### src/rtl/rxaf_pkg.sv
package rxaf_pkg;
  typedef enum logic [1:0] {
    CLS_UCAST = 2'd0,
    CLS_MCAST = 2'd1,
    CLS_BCAST = 2'd2
  } addr_class_t;

  typedef enum logic [2:0] {
    RULE_NONE    = 3'd0,
    RULE_PERFECT = 3'd1,
    RULE_INVERSE = 3'd2,
    RULE_HASH    = 3'd3,
    RULE_ALLMC   = 3'd4,
    RULE_BCAST   = 3'd5,
    RULE_PROMISC = 3'd6,
    RULE_STATUS  = 3'd7
  } match_rule_t;
endpackage

### src/rtl/rxaf_classify.sv
module rxaf_classify #(
  parameter int AW = 48
) (
  input  logic [AW-1:0] dest,
  input  logic [AW-1:0] station,
  output logic          is_ucast,
  output logic          is_mcast,
  output logic          is_bcast,
  output logic          perfect
);
  logic group_bit;
  logic all_ones;

  assign group_bit = dest[0];
  assign all_ones  = &dest;
  assign is_bcast  = all_ones;
  assign is_mcast  = group_bit & ~all_ones;
  assign is_ucast  = ~group_bit;
  assign perfect   = ~group_bit & (dest == station);
endmodule

### src/rtl/rxaf_hash.sv
module rxaf_hash #(
  parameter int          AW   = 48,
  parameter int          HW   = 6,
  parameter int          CW   = 32,
  parameter logic [31:0] POLY = 32'hEDB88320
) (
  input  logic [AW-1:0] dest,
  output logic [HW-1:0] index
);
  localparam int TOP = CW - HW;

  function automatic logic [CW-1:0] crc_of(input logic [AW-1:0] d);
    logic [CW-1:0] c;
    logic          fb;
    c = '1;
    for (int i = 0; i < AW; i++) begin
      fb = c[0] ^ d[i];
      c  = c >> 1;
      if (fb) c = c ^ POLY[CW-1:0];
    end
    return c;
  endfunction

  logic [CW-1:0] crc;
  assign crc   = crc_of(dest);
  assign index = crc[CW-1:TOP];
endmodule

### src/rtl/rxaf_decide.sv
module rxaf_decide
  import rxaf_pkg::*;
(
  input  logic        clk,
  input  logic        rst,
  input  logic        addr_valid,
  input  logic        is_ucast,
  input  logic        is_mcast,
  input  logic        is_bcast,
  input  logic        perfect,
  input  logic        hash_hit,
  input  logic        promisc,
  input  logic        pass_all_mcast,
  input  logic        inverse_match,
  input  logic        bcast_disable,
  input  logic        pass_all_status,
  output logic        accept_q,
  output logic        pass_q,
  output addr_class_t class_q,
  output match_rule_t rule_q
);
  logic        f_pass;
  match_rule_t f_rule;
  match_rule_t final_rule;
  addr_class_t cls;

  always_comb begin
    f_pass = 1'b0;
    f_rule = RULE_NONE;
    cls    = CLS_UCAST;
    if (is_bcast) begin
      cls = CLS_BCAST;
      if (!bcast_disable) begin
        f_pass = 1'b1;
        f_rule = RULE_BCAST;
      end
    end else if (is_mcast) begin
      cls = CLS_MCAST;
      if (hash_hit) begin
        f_pass = 1'b1;
        f_rule = RULE_HASH;
      end else if (pass_all_mcast) begin
        f_pass = 1'b1;
        f_rule = RULE_ALLMC;
      end
    end else if (is_ucast) begin
      if (inverse_match) begin
        if (!perfect) begin
          f_pass = 1'b1;
          f_rule = RULE_INVERSE;
        end
      end else if (perfect) begin
        f_pass = 1'b1;
        f_rule = RULE_PERFECT;
      end
    end

    if (promisc)              final_rule = RULE_PROMISC;
    else if (f_pass)          final_rule = f_rule;
    else if (pass_all_status) final_rule = RULE_STATUS;
    else                      final_rule = RULE_NONE;
  end

  always_ff @(posedge clk) begin
    if (rst) begin
      accept_q <= 1'b0;
      pass_q   <= 1'b0;
      class_q  <= CLS_UCAST;
      rule_q   <= RULE_NONE;
    end else if (addr_valid) begin
      accept_q <= (final_rule != RULE_NONE);
      pass_q   <= f_pass;
      class_q  <= cls;
      rule_q   <= final_rule;
    end
  end

  // outputs hold between strobes
  assert_hold_R2: assert property (@(posedge clk) disable iff (rst)
    !addr_valid |=> $stable(accept_q) && $stable(rule_q) && $stable(class_q) && $stable(pass_q));

  // promiscuous overrides every other rule
  assert_promisc_R9: assert property (@(posedge clk) disable iff (rst)
    addr_valid && promisc |=> accept_q && rule_q == RULE_PROMISC);

  // disabled broadcast is rejected unless an override mode is on
  assert_bcast_off_R8: assert property (@(posedge clk) disable iff (rst)
    addr_valid && is_bcast && bcast_disable && !promisc && !pass_all_status |=> !accept_q);

  // a passing filter always means acceptance
  assert_pass_accept_R11: assert property (@(posedge clk) disable iff (rst)
    pass_q |-> accept_q);

  // acceptance tracks a non-zero rule
  assert_rule_accept_R11: assert property (@(posedge clk) disable iff (rst)
    accept_q == (rule_q != RULE_NONE));

  // group bit clear is classed unicast
  assert_ucast_class_R3: assert property (@(posedge clk) disable iff (rst)
    addr_valid && is_ucast |=> class_q == CLS_UCAST);

  // pass-all-with-status accepts everything
  assert_status_all_R10: assert property (@(posedge clk) disable iff (rst)
    addr_valid && pass_all_status |=> accept_q);
endmodule

### src/rtl/rx_addr_filter.sv
module rx_addr_filter
  import rxaf_pkg::*;
#(
  parameter int AW    = 48,
  parameter int NBINS = 64
) (
  input  logic             clk,
  input  logic             rst,
  input  logic             addr_valid,
  input  logic [AW-1:0]    dest_addr,
  input  logic [AW-1:0]    station_addr,
  input  logic [NBINS-1:0] hash_table,
  input  logic             promisc,
  input  logic             pass_all_mcast,
  input  logic             inverse_match,
  input  logic             bcast_disable,
  input  logic             pass_all_status,
  output logic             accept,
  output logic             filter_pass,
  output logic [1:0]       addr_class,
  output logic [2:0]       match_rule
);
  localparam int HW = $clog2(NBINS);

  logic          is_ucast, is_mcast, is_bcast, perfect;
  logic [HW-1:0] bin;
  logic          hash_hit;
  addr_class_t   class_q;
  match_rule_t   rule_q;

  rxaf_classify #(.AW(AW)) u_cls (
    .dest     (dest_addr),
    .station  (station_addr),
    .is_ucast (is_ucast),
    .is_mcast (is_mcast),
    .is_bcast (is_bcast),
    .perfect  (perfect)
  );

  rxaf_hash #(.AW(AW), .HW(HW)) u_hash (
    .dest  (dest_addr),
    .index (bin)
  );

  assign hash_hit = is_mcast & hash_table[bin];

  rxaf_decide u_dec (
    .clk             (clk),
    .rst             (rst),
    .addr_valid      (addr_valid),
    .is_ucast        (is_ucast),
    .is_mcast        (is_mcast),
    .is_bcast        (is_bcast),
    .perfect         (perfect),
    .hash_hit        (hash_hit),
    .promisc         (promisc),
    .pass_all_mcast  (pass_all_mcast),
    .inverse_match   (inverse_match),
    .bcast_disable   (bcast_disable),
    .pass_all_status (pass_all_status),
    .accept_q        (accept),
    .pass_q          (filter_pass),
    .class_q         (class_q),
    .rule_q          (rule_q)
  );

  assign addr_class = class_q;
  assign match_rule = rule_q;
endmodule

### config.mk
export PLATFORM = sky130hd
export DESIGN_NAME = rx_addr_filter
export DESIGN_NICKNAME = d
export VERILOG_FILES = /design/src/rtl/rxaf_pkg.sv /design/src/rtl/rxaf_classify.sv /design/src/rtl/rxaf_hash.sv /design/src/rtl/rxaf_decide.sv /design/src/rtl/rx_addr_filter.sv
export SDC_FILE = /design/constraint.sdc
export NUM_CORES = 1
export LEC_CHECK = 0
export BUFFER_PORTS_ARGS = -buffer_cell sky130_fd_sc_hd__buf_2
export CAP_MARGIN = 20
export CORE_ASPECT_RATIO = 2
export CORE_UTILIZATION = 55
export CTS_BUF_LIST = sky130_fd_sc_hd__clkbuf_4
export DETAILED_ROUTE_END_ITERATION = 10
export MAX_ROUTING_LAYER = met4
export PLACE_DENSITY_LB_ADDON = 0.05
export SYNTH_ARGS = -nofsm -noshare
export SYNTH_HDL_FRONTEND = slang
export SYNTH_HIERARCHICAL = 1
export SYNTH_SLANG_ARGS = --single-unit
### constraint.sdc
create_clock -name clk -period 15.3 [get_ports clk]
set_input_delay 3.06 -clock clk [delete_from_list [all_inputs] [get_ports clk]]
set_output_delay 3.06 -clock clk [all_outputs]
set_load 0.05 [all_outputs]
==> impl_metrics.json <==
{
  "syn_nets": 532,
  "grt_max_degree": 17,
  "nFillCells": 600,
  "tightest_slew_ps": 944,
  "syn-mean-instance-area_um2": 11.3,
  "synth_cells": 362,
  "status": "completed",
  "fin_skew_ps": 0,
  "drt_pass1_iterations": 4,
  "die_y_um": 124,
  "clock-root-buffer": "clkbuf_4",
  "cp-end-kind": "register",
  "layout_commonest_cell": "buf_2",
  "layout_common_cells": "buf_2, xnor2_1, xor2_1",
  "totalWireLength_um": 12800,
  "antenna_found_initial": 0,
  "synth-async-reset-ratio_pct": 0,
  "slowest_stage": "xnor2_1",
  "start_util_pct": 56.6,
  "hold_violations": 0,
  "cp_max_fo": 12,
  "critical_path.top_delay_family": "XOR/XNOR gates",
  "area_delta_synth_final_pct": 21.8,
  "arrival_ps": 9100,
  "grt_pass1_wl_um": 19000,
  "crit_chain": "buf_2 > xor3_2 > xnor2_2 > xnor3_2 > xnor3_2 > xor3_2 > xnor2_2 > xnor3_1 > xnor2_1 > mux4_1 > mux4_1 > nor2_1 > o32ai_1 > nand2b_1 > o22a_1 > o311ai_1 > o22ai_1",
  "cpPeakStageDelay_ps": 750,
  "ctsResizeCount": 0,
  "min_period_over_period_pct": 58.6,
  "synth_cell_types": 54,
  "grtUsageTotal_pct": 34.0,
  "insertion_delay_ps": 260,
  "h-tree-depth": 1,
  "drive_gt1_share_pct": 40.2,
  "grt_pass1_vias": 3610,
  "dr_total_vias": 3538,
  "dieArea_um2": 7800,
  "synth_flop_cell": "dfxtp_1",
  "drc": 0,
  "wire_per_inst_um": 20.9,
  "cts_buffer_depth": 2,
  "postRouteAntennaNets": 0,
  "path_buf_inv": 1,
  "clock_sinks": 7,
  "worstSetupPathType": "primary input to register",
  "gr-total-overflow": 0,
  "regArea_um2": 140,
  "fp.dieW_um": 62.9,
  "tritoncts": "done",
  "hold_class": "register to register",
  "synth_seq_cells": 7,
  "final_nets": 693,
  "via_per_inst": 5.76,
  "io_buffer_count": 174,
  "multi_input_area_um2": 3790,
  "drt_iter0_drc": 247,
  "numCtsBuffers": 3,
  "n_antenna_cell": 0,
  "ys_seq_area_share_pct": 3.43,
  "placedCellCount": 610,
  "met2WireLength_um": 6950,
  "path_clk_slew_ps": 60,
  "rows": 44,
  "wl_met3_um": 936,
  "cap_violations": 0,
  "rsz0062_at_grt": "false",
  "finalSetupViolations": 0,
  "worst_ep_required_time_ps": 15440,
  "finalMaxSlewViolations": 0,
  "holdBufCountCts": 0,
  "synth_edf_count": 0,
  "stdcell_count": 614,
  "wl_met1_um": 4260,
  "ios": 175,
  "fin_setup_tns_ps": 0,
  "fmax_mhz": 112,
  "top_layer": "met4",
  "post_cts_buffers": 0,
  "worst_setup_path_start_kind": "primary input",
  "routabilityCongestion": 0.983,
  "final.min_clock_period_ps": 8960,
  "netlist_area_um2": 4090,
  "slew_headroom_pct": 36.6,
  "ys_warn_count": 6,
  "design.core.area_um2": 7210,
  "hpwl_um": 10900
}
==> metrics by stage <==
| stage | setup WS [ps] | cell area (um2) | hold slack (ps) | utilization, % |
|---|---|---|---|---|
| global placement | 6200 | 4950 | 443 | 68.6 |
| floorplan | 7060 | 4090 | 660 | - |
| CTS | 6360 | 4980 | 461 | 69.0 |
| finish | 6340 | 4980 | 465 | 69.0 |
| detailed placement | 6090 | 4950 | 454 | 68.6 |
| global route | 6060 | 4980 | 480 | 69.0 |
==> worst min-delay path, delay by kind of cell (launching register included) <==
family / cells / cell delay (ps)
flops: 1 / 320
simple gates: 1 / 50
compound gates: 1 / 50
==> final cells by class <==
type | instances | area share [%]
Sequential cell | 7 | 2.82
Tap cell | 92 | 2.31
Clock buffer | 4 | 0.603
Timing Repair Buffer | 175 | 17.7
Inverter | 7 | 0.528
Multi-Input combinational cell | 329 | 76.1
==> final timing paths <==
| check | from | endpoint | slack [ps] | cells after the start |
|---|---|---|---|---|
| setup / recovery | dest_addr[3] | u_dec/accept_q | 6340 | 17 |
| hold / removal | u_dec/rule_q[0] | u_dec/rule_q[0] | 470 | 2 |
| setup reg to reg | u_dec/accept_q | u_dec/accept_q | 14560 | 4 |
| hold reg to reg | u_dec/rule_q[0] | u_dec/rule_q[0] | 470 | 2 |
==> Yosys cell counts (all sizes together), types with 3 or more instances <==
master  count  share of area, %
dfxtp       7               3.4
xor2       69                15
nor2b       3              0.46
xor3       12               7.1
mux2        3              0.83
nand4      16               2.5
xnor3      41                23
nand2b      5              0.77
nor2       13               1.2
inv         7              0.64
nand2       8              0.74
mux4       17                11
clkbuf      4              0.40
a211oi      3              0.67
o21ai       4              0.49
nor4       15               2.5
buf        15               3.0
xnor2      92                21
==> cell families (layout without fill, tap and decap cells) <==
kind of cell / count (synthesis) / in the layout / share of synthesized area, %
xor gates and xnor gates: 214 / 214 / 66.6
and+or+nand+nor: 70 / 70 / 9.65
buffers and inverters: 26 / 186 / 4.07
muxes: 22 / 22 / 11.9
AOI/OAI and AO/OA: 21 / 21 / 3.77
DFF: 7 / 7 / 3.43
adders and majority gates: 2 / 2 / 0.612
==> state kept, by name, summed over array words and instances (netlist names) <==
signal          count
u_dec/pass_q        1
u_dec/class_q       2
u_dec/accept_q      1
u_dec/rule_q        3
==> metal layers <==
metal	GRT usage, %	vias to the layer above
li1	-	1619
met1	32.8	1651
met2	64.5	223
met3	5.04	45
met4	17.0	0
met5	-	-
Power is not shown: default switching activity piles up to over one toggle a cycle in this logic, so the estimate is an artifact.
